<file path="config.mk">
export PLATFORM = sky130hd
export DESIGN_NAME = wave_speed_ctrl
export DESIGN_NICKNAME = d
export VERILOG_FILES = /design/src/rtl/wsc_pkg.sv /design/src/rtl/wsc_freq_meter.sv /design/src/rtl/wsc_step_lut.sv /design/src/rtl/wsc_dac_gate.sv /design/src/rtl/wsc_lock_det.sv /design/src/rtl/wave_speed_ctrl.sv
export SDC_FILE = /design/constraint.sdc
export NUM_CORES = 1
export LEC_CHECK = 0
export ABC_CLOCK_PERIOD_IN_PS = 3900
export BUFFER_PORTS_ARGS = -buffer_cell sky130_fd_sc_hd__buf_2
export CAP_MARGIN = 20
export CELL_PAD_IN_SITES_DETAIL_PLACEMENT = 2
export CELL_PAD_IN_SITES_GLOBAL_PLACEMENT = 2
export CORE_UTILIZATION = 30
export CTS_CLUSTER_DIAMETER = 40
export CTS_CLUSTER_SIZE = 12
export DETAILED_ROUTE_END_ITERATION = 8
export PLACE_DENSITY_LB_ADDON = 0.1
export SYNTH_ARGS = -nofsm -noshare
export SYNTH_HDL_FRONTEND = slang
export SYNTH_HIERARCHICAL = 1
export SYNTH_SLANG_ARGS = --single-unit
export TNS_END_PERCENT = 10
</file>
<file path="constraint.sdc">
create_clock -name clk -period 3.9 [get_ports clk]
set_input_delay 0.78 -clock clk [delete_from_list [all_inputs] [get_ports clk]]
set_output_delay 0.78 -clock clk [all_outputs]
set_load 0.03 [all_outputs]
</file>
<file path="src/rtl/wsc_pkg.sv">
package wsc_pkg;
  localparam int CODE_W    = 16;
  localparam int STEP_W    = 18;
  localparam int LUT_DEPTH = 16;
  localparam int LUT_IDX_W = $clog2(LUT_DEPTH);
  localparam int LUT_BIAS  = LUT_DEPTH / 2;

  // Step for table entry idx: e = idx - bias, step = e*|e|*gain
  function automatic logic signed [STEP_W-1:0] lut_step(input int idx, input int gain);
    int e;
    int mag;
    e   = idx - LUT_BIAS;
    mag = (e < 0) ? -e : e;
    return STEP_W'(e * mag * gain);
  endfunction
endpackage

</file>
<file path="src/rtl/wsc_freq_meter.sv">
module wsc_freq_meter #(
  parameter int CNT_W  = 16,
  parameter int GATE_W = 16
) (
  input  logic             clk,
  input  logic             rst_n,
  input  logic             ref_tick,
  input  logic             turn_pulse,
  input  logic [GATE_W-1:0] gate_len,
  output logic             meas_valid,
  output logic [CNT_W-1:0] meas_count
);
  localparam logic [CNT_W-1:0] CNT_MAX = {CNT_W{1'b1}};

  logic [GATE_W-1:0] ref_cnt_q, ref_cnt_n;
  logic [CNT_W-1:0]  turn_cnt_q, turn_cnt_n, turn_inc;
  logic [CNT_W-1:0]  meas_count_n;
  logic              meas_valid_n;
  logic [GATE_W-1:0] len_eff;
  logic              gate_end;

  always_comb begin
    len_eff  = (gate_len == '0) ? GATE_W'(1) : gate_len;
    gate_end = ref_tick && ((ref_cnt_q + GATE_W'(1)) >= len_eff);
    turn_inc = (turn_pulse && (turn_cnt_q != CNT_MAX)) ? turn_cnt_q + CNT_W'(1) : turn_cnt_q;

    ref_cnt_n    = ref_cnt_q;
    turn_cnt_n   = turn_inc;
    meas_count_n = meas_count;
    meas_valid_n = 1'b0;
    if (gate_end) begin
      ref_cnt_n    = '0;
      turn_cnt_n   = '0;
      meas_count_n = turn_inc;
      meas_valid_n = 1'b1;
    end else if (ref_tick) begin
      ref_cnt_n = ref_cnt_q + GATE_W'(1);
    end
  end

  always_ff @(posedge clk or negedge rst_n) begin
    if (!rst_n) begin
      ref_cnt_q  <= '0;
      turn_cnt_q <= '0;
      meas_count <= '0;
      meas_valid <= 1'b0;
    end else begin
      ref_cnt_q  <= ref_cnt_n;
      turn_cnt_q <= turn_cnt_n;
      meas_count <= meas_count_n;
      meas_valid <= meas_valid_n;
    end
  end
endmodule

</file>
<file path="src/rtl/wsc_step_lut.sv">
module wsc_step_lut
  import wsc_pkg::*;
#(
  parameter int CNT_W = 16,
  parameter int DB_W  = 8,
  parameter int GAIN  = 4
) (
  input  logic                     clk,
  input  logic                     rst_n,
  input  logic                     meas_valid,
  input  logic [CNT_W-1:0]         meas_count,
  input  logic [CNT_W-1:0]         target,
  input  logic [DB_W-1:0]          deadband,
  output logic                     corr_valid,
  output logic signed [STEP_W-1:0] corr_step,
  output logic                     corr_inband
);
  localparam int ERR_W = CNT_W + 1;

  logic signed [STEP_W-1:0] table_q [LUT_DEPTH];

  for (genvar gi = 0; gi < LUT_DEPTH; gi++) begin : g_tbl
    assign table_q[gi] = lut_step(gi, GAIN);
  end

  logic signed [ERR_W-1:0] err;
  logic        [ERR_W-1:0] err_mag;
  logic [LUT_IDX_W-1:0]    idx;
  logic                    inband_n;
  logic signed [STEP_W-1:0] step_n;

  always_comb begin
    err     = $signed({1'b0, target}) - $signed({1'b0, meas_count});
    err_mag = err[ERR_W-1] ? ERR_W'(-err) : ERR_W'(err);
    if (err > $signed(ERR_W'(LUT_BIAS - 1)))
      idx = LUT_IDX_W'(LUT_DEPTH - 1);
    else if (err < -$signed(ERR_W'(LUT_BIAS)))
      idx = '0;
    else
      idx = err[LUT_IDX_W-1:0] ^ LUT_IDX_W'(LUT_BIAS);
    step_n   = table_q[idx];
    inband_n = err_mag <= ERR_W'(deadband);
  end

  always_ff @(posedge clk or negedge rst_n) begin
    if (!rst_n) begin
      corr_valid  <= 1'b0;
      corr_step   <= '0;
      corr_inband <= 1'b0;
    end else begin
      corr_valid <= meas_valid;
      if (meas_valid) begin
        corr_step   <= step_n;
        corr_inband <= inband_n;
      end
    end
  end
endmodule

</file>
<file path="src/rtl/wsc_dac_gate.sv">
module wsc_dac_gate
  import wsc_pkg::*;
#(
  parameter logic [CODE_W-1:0] INIT_CODE = 16'd32768
) (
  input  logic                     clk,
  input  logic                     rst_n,
  input  logic                     corr_valid,
  input  logic signed [STEP_W-1:0] corr_step,
  input  logic                     acq_busy,
  output logic [CODE_W-1:0]        dac_code,
  output logic                     dac_wr,
  output logic                     pend
);
  localparam int SUM_W = CODE_W + 3;

  logic signed [STEP_W-1:0] pend_step_q, pend_step_n;
  logic                     pend_n;
  logic [CODE_W-1:0]        code_n;
  logic                     wr_n;
  logic signed [SUM_W-1:0]  sum;
  logic                     apply;

  always_comb begin
    apply = pend && !acq_busy;
    sum   = $signed({3'b000, dac_code}) + SUM_W'(pend_step_q);
    code_n = dac_code;
    wr_n   = 1'b0;
    if (apply) begin
      wr_n = 1'b1;
      if (sum < 0)
        code_n = '0;
      else if (sum > $signed({3'b000, {CODE_W{1'b1}}}))
        code_n = {CODE_W{1'b1}};
      else
        code_n = sum[CODE_W-1:0];
    end
    pend_n      = pend && !apply;
    pend_step_n = pend_step_q;
    if (corr_valid) begin
      pend_n      = 1'b1;
      pend_step_n = corr_step;
    end
  end

  always_ff @(posedge clk or negedge rst_n) begin
    if (!rst_n) begin
      dac_code    <= INIT_CODE;
      dac_wr      <= 1'b0;
      pend        <= 1'b0;
      pend_step_q <= '0;
    end else begin
      dac_code    <= code_n;
      dac_wr      <= wr_n;
      pend        <= pend_n;
      pend_step_q <= pend_step_n;
    end
  end
endmodule

</file>
<file path="src/rtl/wsc_lock_det.sv">
module wsc_lock_det #(
  parameter int LOCK_W = 8
) (
  input  logic              clk,
  input  logic              rst_n,
  input  logic              corr_valid,
  input  logic              corr_inband,
  input  logic [LOCK_W-1:0] lock_gates,
  output logic              locked
);
  logic [LOCK_W-1:0] run_q, run_n, need;
  logic              locked_n;

  always_comb begin
    need     = (lock_gates == '0) ? LOCK_W'(1) : lock_gates;
    run_n    = run_q;
    locked_n = locked;
    if (corr_valid) begin
      if (corr_inband) begin
        if (run_q < need) run_n = run_q + LOCK_W'(1);
        locked_n = (run_n >= need);
      end else begin
        run_n    = '0;
        locked_n = 1'b0;
      end
    end
  end

  always_ff @(posedge clk or negedge rst_n) begin
    if (!rst_n) begin
      run_q  <= '0;
      locked <= 1'b0;
    end else begin
      run_q  <= run_n;
      locked <= locked_n;
    end
  end
endmodule

</file>
<file path="src/rtl/wave_speed_ctrl.sv">
module wave_speed_ctrl
  import wsc_pkg::*;
#(
  parameter int CNT_W  = 16,
  parameter int GATE_W = 16,
  parameter int DB_W   = 8,
  parameter int LOCK_W = 8,
  parameter int GAIN   = 4,
  parameter logic [CODE_W-1:0] INIT_CODE = 16'd32768
) (
  input  logic              clk,
  input  logic              rst_n,
  input  logic              turn_pulse,
  input  logic              ref_tick,
  input  logic              acq_busy,
  input  logic [CNT_W-1:0]  cfg_target,
  input  logic [GATE_W-1:0] cfg_gate_len,
  input  logic [DB_W-1:0]   cfg_deadband,
  input  logic [LOCK_W-1:0] cfg_lock_gates,
  output logic [CODE_W-1:0] dac_code,
  output logic              dac_wr,
  output logic              locked
);
  logic                     meas_valid;
  logic [CNT_W-1:0]         meas_count;
  logic                     corr_valid;
  logic signed [STEP_W-1:0] corr_step;
  logic                     corr_inband;
  logic                     pend;

  wsc_freq_meter #(.CNT_W(CNT_W), .GATE_W(GATE_W)) u_meter (
    .clk(clk), .rst_n(rst_n), .ref_tick(ref_tick), .turn_pulse(turn_pulse),
    .gate_len(cfg_gate_len), .meas_valid(meas_valid), .meas_count(meas_count)
  );

  wsc_step_lut #(.CNT_W(CNT_W), .DB_W(DB_W), .GAIN(GAIN)) u_lut (
    .clk(clk), .rst_n(rst_n), .meas_valid(meas_valid), .meas_count(meas_count),
    .target(cfg_target), .deadband(cfg_deadband),
    .corr_valid(corr_valid), .corr_step(corr_step), .corr_inband(corr_inband)
  );

  wsc_dac_gate #(.INIT_CODE(INIT_CODE)) u_dac (
    .clk(clk), .rst_n(rst_n), .corr_valid(corr_valid), .corr_step(corr_step),
    .acq_busy(acq_busy), .dac_code(dac_code), .dac_wr(dac_wr), .pend(pend)
  );

  wsc_lock_det #(.LOCK_W(LOCK_W)) u_lock (
    .clk(clk), .rst_n(rst_n), .corr_valid(corr_valid), .corr_inband(corr_inband),
    .lock_gates(cfg_lock_gates), .locked(locked)
  );
endmodule

</file>
# [After elaboration in Yosys (flattened, before gate mapping)]
# Memory sizes are Yosys's and may differ from the RTL's. A register that Yosys moved wholly into a read port is not among the register bits.
# Cells that the tools add are included.
# Widths: inputs -> output; s select.
[op_classes] muxes=19 magnitude_cmp=8 reduce_logical=10 n_bitwise=2 n_addsub=6 n_eq_ne=1
[op_table] cell="$mux 16" count=7
[op_table] cell="$mux 8" count=5
[op_table] cell="$add 16x1->16 const B" count=2
[op_table] cell="$add 17x18->19" count=1
[op_table] cell="$gt 19x17->1 const B" count=1
[op_table] cell="$lt 19x1->1 const B" count=1
[op_table] cell="$gt 17x4->1 const B" count=1
[op_table] cell="$le 17x8->1" count=1
[op_table] cell="$lt 17x4->1 const B" count=1
[op_table] cell="$mux 17" count=1
[op_table] cell="$neg 17->17" count=1
[op_table] cell="$sub 16x16->17" count=1
[op_table] cell="$ge 16x16->1" count=1
[op_table] cell="$logic_not 16->1" count=1
[op_table] cell="$ne 16x16->1 const B" count=1
[op_table] cell="$add 8x1->8 const B" count=1
[op_table] cell="$ge 8x8->1" count=1
[op_table] cell="$logic_not 8->1" count=1
[op_table] cell="$lt 8x8->1" count=1
[op_table] cell="$mux 4" count=2
[op_table] cell="$not 4->5" count=1
[op_table] cell="$logic_and 1x1->1" count=4
[op_table] cell="$mux 1" count=4
[op_table] cell="$logic_not 1->1" count=3
[op_table] cell="other kinds (2)" count=2
[word_totals] regBits=96 memories=1 out_inout_bits=18 mem_bits_ro=288 in_bits=53
[memory_table] memory="(name not given)" words=16 word_bits=18 read_ports=1 rd_clocked_by_memory_dff=1 write_ports=0 line_no="wsc_step_lut.sv:41" source="step_n = table_q[idx];"

# [Depth between registers and ports, before layout]
# Gate-level depths: netlist of run 1.
[depth] word_depth=8 depth_mapped=24

# [Hierarchy]
# The synthesis of run 1 kept the hierarchy.
[by_module_without_submodules] mod="wsc_freq_meter" n_inst=1 cells_each=297 area_per_inst_um2=2832.7 seq_area_each_um2=1226.2
[by_module_without_submodules] mod="wsc_step_lut" n_inst=1 cells_each=330 area_per_inst_um2=2458.6 seq_area_each_um2=225.2
[by_module_without_submodules] mod="wsc_dac_gate" n_inst=1 cells_each=218 area_per_inst_um2=2185.8 seq_area_each_um2=902.1
[by_module_without_submodules] mod="wsc_lock_det" n_inst=1 cells_each=118 area_per_inst_um2=1036.0 seq_area_each_um2=225.2

# [Worst setup path before layout of run 1]
# No wires, ideal clock.
[synth_timing] path_kind="in2reg" startpoint="input cfg_target[0]" endpoint="register u_lut.corr_inband" setup_slack_ns=-0.698 t_arrival_ns=4.495 path_buffers=2 setup_time_ns=0.104 cell_stages=24 cell_sequence="inv_1 -> ha_1 -> fa_1 -> nand2b_2 -> a211oi_4 -> o21a_1 -> o221a_2 -> o21ai_2 -> nand2b_1 -> clkbuf_1 -> clkbuf_1 -> nor2_1 -> a21oi_1 -> ha_1 -> nor2b_1 -> o21a_1 -> o21ai_0 -> nand2b_1 -> a21oi_1 -> o21ai_0 -> a21oi_1 -> a21oi_1 -> nand4b_1 -> o41ai_2"
[synth_via] elab_chain_cells=4
[synth_rtl] element="start: declaration" line_no="wave_speed_ctrl.sv:16" source="input logic [CNT_W-1:0] cfg_target,"
[synth_rtl] element="$sub 16x16->17 (*)" line_no="wsc_step_lut.sv:33" source="err = $signed({1'b0, target}) - $signed({1'b0, meas_count});"
[synth_rtl] element="$neg 17->17" line_no="wsc_step_lut.sv:34" source="err_mag = err[ERR_W-1] ? ERR_W'(-err) : ERR_W'(err);"
[synth_rtl] element="$mux 17 (*)" line_no="wsc_step_lut.sv:34"
[synth_rtl] element="$le 17x8->1 (*)" line_no="wsc_step_lut.sv:42" source="inband_n = err_mag <= ERR_W'(deadband);"
[synth_rtl] element="end signal: assignment" line_no="wsc_step_lut.sv:54" source="corr_inband <= inband_n;"
[synth_rtl] element="end: declaration" line_no="wsc_step_lut.sv:16" source="output logic corr_inband"
# Every way passes the cells marked *; elsewhere a longest branch is shown, timed or not.
# A chain may end at the register's enable or synchronous reset.

# [Worst setup path after layout of run 1]
[layout_timing] startpoint="input cfg_target[9]" endpoint="register u_lut.corr_step[7]"
[layout_via] elab_chain_cells=5
[layout_rtl] element="$sub 16x16->17 (*)" line_no="wsc_step_lut.sv:33"
[layout_rtl] element="$lt 17x4->1" line_no="wsc_step_lut.sv:37" source="else if (err < -$signed(ERR_W'(LUT_BIAS)))"
[layout_rtl] element="$mux 4" line_no="wsc_step_lut.sv:37"
[layout_rtl] element="$mux 4 (*)" line_no="wsc_step_lut.sv:35" source="if (err > $signed(ERR_W'(LUT_BIAS - 1)))"
[layout_rtl] element="$not 4->5 (not written as such) (*)" line_no="wsc_step_lut.sv:41"
[layout_rtl] element="end: declaration" line_no="wsc_step_lut.sv:15" source="output logic signed [STEP_W-1:0] corr_step,"
# Marked as above.

==> results.json, run 1 <==
{
  "finalCriticalPeriod_ns": 3.90,
  "end_kind": "flip-flop",
  "r2r_end": "u_lut/corr_inband",
  "cts_root_buf": "clkbuf_16",
  "cts_tree": "built",
  "finalPower_mw": 2.92,
  "diodes": 0,
  "ys_seq_area_share_pct": 30.3,
  "drt-initial-drc-count": 349,
  "die_w_um": 170,
  "synth.distinct_cells": 98,
  "startpoint_type": "input pin",
  "final_util_pct": 36.9,
  "cts-buffers-inserted": 9,
  "skew_ns": 0.0109,
  "num-fill-cells": 3176,
  "grt_usage_pct": 18.8,
  "antenna_left": 0,
  "synth_ff_type": "dfrtp_1",
  "die_area_mm2": 0.0291,
  "async_flop_share_pct": 100,
  "ir_drop_uv": 178,
  "port-buffer-count": 70,
  "final_hold_viol_count": 0,
  "vias_per_cell": 5.13,
  "io_pins": 71,
  "ys_seq_elements": 103,
  "place_hpwl_um": 20800,
  "cp.required_ns": 4.11,
  "cts_buffer_depth": 2,
  "min_period_over_period_pct": 99.9,
  "grt_pass1_wl_um": 43300,
  "rsz0062_at_grt": "yes",
  "wl_um": 26200,
  "pre_cts_slack_ns": -0.664,
  "r2r_slack_ns": 0.07,
  "setup_viol": 0,
  "tightest_slew_ns": 0.768,
  "status": "completed",
  "grt_pass1_vias": 8315,
  "crit_type": "in2reg",
  "syn_inst": 963,
  "yosysWarnings": 6,
  "vias": 7650,
  "r2r-start": "u_meter/meas_count[0]",
  "die_h_um": 170,
  "grt_overflow": 0,
  "clkTransAtPathRegs_ns": 0.07,
  "antenna_found_initial": 0,
  "firstDrtPassIters": 4,
  "core_mm2": 0.0279,
  "placementRows": 61,
  "synth_edf_count": 0,
  "worstPathArrival_ns": 4.11,
  "drv_slew": 0,
  "cap_viol_max_count": 0,
  "drive_above_1_share_pct": 24.0,
  "clk_latency_ns": 0.35,
  "area_growth_pct": 20.9,
  "htree_levels": 3,
  "grt_max_degree": 71,
  "static-leakage-power_nw": 4.86,
  "wire_per_inst_um": 17.5,
  "syn_area_mm2": 0.00851,
  "layout.nets": 1244,
  "fmax_ghz": 0.257,
  "start_util_pct": 30.6,
  "p_per_area_mw_per_mm2": 283,
  "avgSynthCellArea_um2": 8.84,
  "relSlewSlack_pct": 48.8,
  "drc": 0,
  "setup_slack_ns": 0.00464,
  "cts_hold_buf": 0,
  "reg2reg_depth": 21,
  "worstHoldPathType": "in2async",
  "cts.sinks": 103,
  "place_congestion": 0.800,
  "crit_fanout": 4
}
-- synth_stat cells, types with 12 or more instances --
master	number	area share, %
a21oi_1	70	4.1
a21o_1	18	1.6
nor2b_1	15	1.1
xor2_1	27	2.8
nand3_1	30	1.8
buf_4	13	1.1
clkbuf_1	20	0.88
o21ai_0	34	2.0
and3_1	12	0.88
nand4_1	18	1.3
nor3_1	19	1.1
xnor2_1	30	3.1
nand2_1	62	2.7
a311oi_1	20	2.1
ha_1	81	12
inv_1	82	3.6
mux2_2	19	2.5
nor2_1	82	3.6
dfrtp_1	102	30
-- cell usage in the layout (no fill, tap or decap), types with 9 or more instances in the layout --
cell / synthesis / layout
a21o_1: 18 / 18
a21oi_1: 70 / 67
a22o_1: 10 / 10
a311oi_1: 20 / 20
and3_1: 12 / 12
buf_2: 10 / 69
buf_4: 13 / 109
clkbuf_16: 0 / 9
dfrtp_1: 102 / 102
ha_1: 81 / 80
inv_1: 82 / 82
mux2_2: 19 / 19
mux2i_1: 9 / 9
nand2_1: 62 / 62
nand2b_1: 10 / 9
nand3_1: 30 / 30
nand4_1: 18 / 18
nor2_1: 82 / 81
nor2b_1: 15 / 14
nor3_1: 19 / 18
o21ai_0: 34 / 32
xnor2_1: 30 / 30
xor2_1: 27 / 26
-- final cells by class --
cell class              count  area, um^2  share of cell area, %
multi-input cells         733        5460                   53.0
flip-flops and latches    103        2580                   25.1
repair buffers            179        1180                   11.5
well taps                 378         473                   4.60
inverters                  82         308                   2.99
clock buffers              12         236                   2.30
clock inverters             4        53.8                  0.523
-- worst max-delay path by stage --
| stage | start | endpoint | cells past startpoint |
|---|---|---|---|
| CTS | cfg_target[0] | u_lut/corr_inband | 23 |
| finish | cfg_target[9] | u_lut/corr_step[7] | 15 |
| global route | cfg_target[0] | u_lut/corr_inband | 23 |
| global placement | cfg_target[0] | u_lut/corr_inband | 23 |
| floorplan | cfg_target[0] | u_lut/corr_inband | 24 |
| detailed placement | cfg_target[0] | u_lut/corr_inband | 23 |
-- cell families after synthesis --
family | count (synthesis) | share of synthesized area, %
flops | 103 | 30.3
mux | 30 | 3.84
simple gates | 306 | 18.6
other cells | 1 | 0.0440
fa+ha+maj | 83 | 12.4
buf+inv | 128 | 6.63
xor+xnor | 60 | 6.44
compound gates | 252 | 21.8
-- power by group --
group	leakage, nW	switching, mW	internal [mW]	total (mW)
Clock	0.133	0.420	0.502	0.922
Combinational	3.39	0.425	0.349	0.774
Sequential	1.34	0.0858	1.13	1.22
Total	4.86	0.931	1.98	2.92
-- metal layers --
layer	vias to the layer above	global-route usage, %	wire [um]
li1	3754	-	-
met1	3818	24.3	12400
met2	66	33.6	13000
met3	12	2.88	629
met4	0	2.23	131
met5	-	0	0
-- stage by stage --
stage | TNS, ns | instance area (um^2) | hold WS, ns | std cells
2_1_floorplan | -0.544 | 8550 | 0.442 | 964
3_3_place_gp | -1.50 | 9880 | 0.456 | 1469
3_5_place_dp | -2.33 | 9880 | 0.460 | 1469
4_1_cts | -0.139 | 10300 | 0.393 | 1490
5_1_grt | -0.844 | 10300 | 0.396 | 1491
6_report | 0 | 10300 | 0.380 | 1491
-- worst max-delay path, cell delays in order --
cell	delay [ns]
buf_2	0.11
ha_1	0.28
a211o_1	0.32
a21oi_2	0.18
buf_4	0.14
o21bai_1	0.08
a2111oi_1	0.47
nor2_1	0.19
nor2_1	0.23
a41oi_2	0.20
or2_2	0.35
ha_1	0.19
or3_1	0.37
a21oi_1	0.15
a21oi_1	0.08
-- state kept, by name, indices dropped and copies added (netlist names), 7 cells and up --
name                flops
u_meter/turn_cnt_q     16
u_lut/corr_step         7
u_meter/ref_cnt_q      16
u_meter/meas_count     16
u_dac/pend_step_q      18
u_dac/dac_code         16
u_lock/run_q            8
-- timing repair --
| item | 4_1_cts | 5_1_grt |
|---|---|---|
| pin swaps | 11 | 6 |
| buffers inserted | 5 | 1 |
| resized for setup | 11 | 3 |
| endpoints found under the setup margin | 2 | 5 |
| cloned | 0 | 0 |
No activity file was read; power rests on OpenSTA's default activity.
==> inputs of run 2 (changes only) <==
--- a/config.mk
+++ b/config.mk
@@ -10,6 +10,7 @@
 export CAP_MARGIN = 20
 export CELL_PAD_IN_SITES_DETAIL_PLACEMENT = 2
 export CELL_PAD_IN_SITES_GLOBAL_PLACEMENT = 2
+export CORE_MARGIN = 2
 export CORE_UTILIZATION = 30
 export CTS_CLUSTER_DIAMETER = 40
 export CTS_CLUSTER_SIZE = 12
==> results.json, run 2 (synthesis results as in run 1) <==
{
  "status": "completed",
  "grt_max_degree": 46,
  "htree_levels": 3,
  "cap_viol_max_count": 0,
  "cts_buffer_depth": 2,
  "antenna_left": 0,
  "largest-register": "u_dac/pend_step_q",
  "startpoint": "cfg_target[0]",
  "finalCriticalPeriod_ns": 3.83,
  "cp.required_ns": 4.13,
  "clk_latency_ns": 0.36,
  "diodes": 0,
  "crit_fanout": 4,
  "fmax_ghz": 0.261,
  "final_hold_viol_count": 0,
  "placed_area_mm2": 0.00989,
  "switching_share_pct": 33.2,
  "grt_usage_pct": 18.2,
  "place_hpwl_um": 20800,
  "cts_root_buf": "clkbuf_16",
  "tightest_slew_ns": 0.781,
  "drive_above_1_share_pct": 25.6,
  "die_area_mm2": 0.0297,
  "grt_pass1_vias": 8132,
  "ir_drop_uv": 215,
  "endpoint": "u_lut/corr_step[5]",
  "vias": 7546,
  "crit_type": "in2reg",
  "startpoint_type": "input pin",
  "firstDrtPassIters": 4,
  "finalNonFillerCells": 1490,
  "wl_um": 26300,
  "rsz0062_at_grt": "yes",
  "r2r_slack_ns": 0.11,
  "design_area_mm2": 0.0104,
  "core_mm2": 0.0279,
  "die_h_um": 172,
  "grt_pass1_wl_um": 42800,
  "clockPowerShare_pct": 30.4,
  "antenna_found_initial": 0,
  "r2r_end": "u_lut/corr_step[5]",
  "placedCellCount": 1468,
  "area_growth_pct": 22.3,
  "cts.sinks": 103,
  "static-leakage-power_nw": 4.88,
  "p_per_area_mw_per_mm2": 278,
  "p_seq_share_pct": 42.2,
  "port-buffer-count": 70,
  "worstPathArrival_ns": 4.06,
  "io_pins": 71,
  "layout.nets": 1243,
  "drv_slew": 0,
  "wire_per_inst_um": 17.7,
  "largest_register_ffs": 18,
  "cts-buffers-inserted": 9,
  "setup_viol": 0,
  "grt_overflow": 0,
  "finalPower_mw": 2.90,
  "drt-initial-drc-count": 235,
  "start_util_pct": 30.6,
  "vias_per_cell": 5.06,
  "skew_ns": 0.00986,
  "final_common_cell": "buf_4",
  "drc": 0,
  "relSlewSlack_pct": 48.0,
  "die_w_um": 172,
  "placementRows": 61,
  "place_congestion": 0.823,
  "clkTransAtPathRegs_ns": 0.08,
  "r2r-start": "u_meter/meas_count[0]",
  "internal_power_mw": 1.93,
  "p_comb_share_pct": 27.4,
  "most-common-layout-cells": "buf_4, dfrtp_1, inv_1",
  "cts_tree": "built",
  "worstHoldPathType": "in2async",
  "cts_hold_buf": 0,
  "end_kind": "flip-flop",
  "switchingPower_uw": 963,
  "min_period_over_period_pct": 98.2,
  "reg2reg_depth": 19
}
## run 2: power groups by stage
| stage | clock, mW | combinational (mW) | sequential (mW) |
|---|---|---|---|
| 2_1_floorplan | 0 | 0.477 | 1.21 |
| 3_3_place_gp | 0 | 0.743 | 1.24 |
| 3_5_place_dp | 0 | 0.766 | 1.24 |
| 6_report | 0.881 | 0.794 | 1.22 |
| 5_1_grt | 0.970 | 0.897 | 1.23 |
| 4_1_cts | 0.923 | 0.779 | 1.22 |
## run 2: worst max-delay path: stages
cell and delay (ns):
buf_8 0.08, inv_4 0.03, ha_4 0.15, fa_2 0.35, nand2b_4 0.16, a211oi_4 0.26, buf_4 0.16, buf_6 0.10
buf_6 0.10, o2111ai_2 0.12, o211ai_1 0.17, and3_1 0.20, nand4_1 0.14, o31a_1 0.36, nor2_1 0.10, or2_4 0.12
buf_4 0.12, inv_1 0.06, ha_1 0.17, mux2i_1 0.21, o221ai_2 0.13
## run 2: what timing repair did
item                                    CTS  global route
hold endpoints to repair                  0             0
pin swaps                                11            28
gates resized for setup                   8            34
endpoints found under the setup margin    2             7
buffers inserted                          2             4
## run 2: stage by stage
stage | hold WS, ns | setup WS, ns | util, % | TNS (ns)
6_report | 0.418 | 0.0687 | 37.4 | 0
5_1_grt | 0.455 | -0.135 | 37.4 | -0.497
4_1_cts | 0.434 | -0.0271 | 36.7 | -0.0271
3_5_place_dp | 0.462 | -0.548 | 35.5 | -2.07
3_3_place_gp | 0.451 | -0.405 | 35.5 | -1.70
2_1_floorplan | 0.442 | -0.340 | - | -0.544
## run 2: how the worst min path moves through the flow
stage,end,slack (ns),depth (start not counted),start
2_1_floorplan,u_dac/pend,0.44,1,u_dac/pend
3_3_place_gp,u_dac/pend,0.45,1,u_dac/pend
3_5_place_dp,u_dac/pend,0.46,1,u_dac/pend
4_1_cts,u_dac/dac_code[14],0.43,1,rst_n
5_1_grt,u_dac/pend,0.46,1,rst_n
6_report,u_dac/dac_code[14],0.42,1,rst_n
## run 2: final cells by class
type	count	area [um^2]
clock buffer	9	225
clock inverter	7	56.3
fill	3160	17400
inverter	82	310
multi-input combinational	733	5560
sequential	103	2580
tap	378	473
timing repair buffer	178	1210
## run 2: routing by layer
layer,GRT usage (%),vias to the layer above,wire [um]
met5,0,-,0
met4,2.63,0,148
met3,2.84,9,519
met2,32.3,52,13100
met1,23.9,3739,12600
li1,-,3746,-
==> inputs of run 3 (changes only) <==
--- a/config.mk
+++ b/config.mk
@@ -6,7 +6,6 @@
 export NUM_CORES = 1
 export LEC_CHECK = 0
 export ABC_CLOCK_PERIOD_IN_PS = 3900
-export BUFFER_PORTS_ARGS = -buffer_cell sky130_fd_sc_hd__buf_2
 export CAP_MARGIN = 20
 export CELL_PAD_IN_SITES_DETAIL_PLACEMENT = 2
 export CELL_PAD_IN_SITES_GLOBAL_PLACEMENT = 2
@@ -15,6 +14,7 @@
 export CTS_CLUSTER_DIAMETER = 40
 export CTS_CLUSTER_SIZE = 12
 export DETAILED_ROUTE_END_ITERATION = 8
+export DONT_BUFFER_PORTS = 1
 export PLACE_DENSITY_LB_ADDON = 0.1
 export SYNTH_ARGS = -nofsm -noshare
 export SYNTH_HDL_FRONTEND = slang
==> results.json, run 3 (synthesis results as in run 1) <==
{
  "htree_levels": 3,
  "start_util_pct": 30.6,
  "cts_hold_buf": 0,
  "static-leakage-power_nw": 4.53,
  "setup_viol": 0,
  "ir_drop_uv": 159,
  "use_met1_pct": 22.8,
  "cts_root_buf": "clkbuf_16",
  "grt_max_degree": 104,
  "crit_fanout": 4,
  "place_congestion": 0.786,
  "placedCellCount": 1388,
  "drt-initial-drc-count": 234,
  "antenna_left": 0,
  "layout.nets": 1167,
  "place_hpwl_um": 19900,
  "area_growth_pct": 16.4,
  "cts_tree": "built",
  "finalPower_mw": 2.87,
  "die_w_um": 172,
  "cts-buffers-inserted": 9,
  "status": "completed",
  "startpoint_type": "flip-flop",
  "fmax_ghz": 0.262,
  "final_hold_viol_count": 0,
  "wl_um": 25000,
  "finalCriticalPeriod_ns": 3.82,
  "drc": 0,
  "grtUsageMet2_pct": 30.9,
  "min_period_over_period_pct": 97.9,
  "finalNonFillerCells": 1414,
  "cts.sinks": 103,
  "skew_ns": 0.0113,
  "largest-register": "u_dac/pend_step_q",
  "die_h_um": 172,
  "clk_latency_ns": 0.35,
  "die_area_mm2": 0.0297,
  "worstPathArrival_ns": 4.06,
  "vias_per_cell": 5.17,
  "cp.required_ns": 4.14,
  "cap_viol_max_count": 0,
  "tns_ns": 0,
  "grt_usage_pct": 17.5,
  "grt_pass1_wl_um": 41500,
  "end_kind": "flip-flop",
  "rsz0062_at_grt": "yes",
  "met3_usage_pct": 3.16,
  "startpoint": "u_meter/meas_count[0]",
  "p_per_area_mw_per_mm2": 290,
  "drive_above_1_share_pct": 18.8,
  "placementRows": 61,
  "vias": 7305,
  "grt-busiest-layer": "met2",
  "tightest_slew_ns": 0.884,
  "final_common_cell": "dfrtp_1",
  "grt_pass1_vias": 7847,
  "port-buffer-count": 0,
  "firstDrtPassIters": 4,
  "cts_buffer_depth": 2,
  "crit_type": "reg2reg",
  "num-fill-cells": 3137,
  "r2r_slack_ns": 0.08,
  "clkTransAtPathRegs_ns": 0.08,
  "relSlewSlack_pct": 40.8,
  "largest_register_ffs": 18,
  "core_mm2": 0.0279,
  "worstHoldPathType": "in2async",
  "diodes": 0,
  "grt_overflow": 0,
  "r2r-start": "u_meter/meas_count[0]",
  "most-common-layout-cells": "dfrtp_1, buf_4, inv_1",
  "antenna_found_initial": 0,
  "io_pins": 71,
  "wire_per_inst_um": 17.7,
  "drv_slew": 0
}
## run 3: worst paths after layout
kind                                         endpoint  cells past startpoint
max in group asynchronous       u_meter/meas_count[4]                      0
worst min register to register             u_dac/pend                      1
worst max register to register      u_lut/corr_inband                     21
worst max-delay path                u_lut/corr_inband                     21
worst min-delay path            u_dac/pend_step_q[14]                      0
min in group clk                           u_dac/pend                      1
## run 3: where the power goes
part / leakage (nW) / switching [mW] / internal [mW] / total (mW)
sequential: 1.34 / 0.0903 / 1.13 / 1.22
combinational: 3.04 / 0.371 / 0.329 / 0.701
clock: 0.145 / 0.429 / 0.520 / 0.949
## run 3: layout make-up
| class | count | area [um^2] | share of cell area, % |
|---|---|---|---|
| Tap cell | 378 | 473 | 4.77 |
| Inverter | 82 | 308 | 3.11 |
| Multi-Input combinational cell | 733 | 5450 | 55.0 |
| Timing Repair Buffer | 102 | 795 | 8.02 |
| Clock buffer | 10 | 239 | 2.41 |
| Sequential cell | 103 | 2580 | 26.0 |
| Clock inverter | 6 | 67.6 | 0.682 |
## run 3: metal layers
metal,vias to the layer above,part of all wire [%]
met5,-,0
met4,0,0.54
met3,10,2.9
met2,55,49
met1,3644,47
li1,3596,-
## run 3: per-stage QoR
step                      hold slack [ns]  setup slack, ns  area, um^2  util, %
after floorplan                     0.442           -0.340        8550        -
after global placement              0.451           -0.325        9460     34.0
after detailed placement            0.467           -0.393        9460     34.0
after CTS                          0.0873          -0.0325        9810     35.2
after global routing               0.0854           -0.176        9910     35.6
final                               0.113           0.0807        9910     35.6
## run 3: critical path, stage by stage (launching register included)
cell and delay [ns]:
dfrtp_1 0.42, ha_2 0.22, fa_2 0.36, nand2b_4 0.16, a211oi_4 0.25, o21a_1 0.18, o221a_4 0.20, o21ai_4 0.07
nand2b_4 0.11, nor2_2 0.05, a21oi_2 0.09, ha_1 0.24, nor2b_1 0.13, o21a_1 0.18, o21ai_1 0.12, nand2b_1 0.10
a21oi_2 0.15, o21ai_1 0.08, a21oi_1 0.13, a21oi_1 0.07, nand4b_1 0.19, o41ai_2 0.22
## run 3: repair_timing
item | in CTS | in global routing
resized for setup | 2 | 13
setup endpoints to repair | 3 | 6
hold endpoints to repair | 0 | 0
pin swaps | 11 | 17
setup buffers | 5 | 5
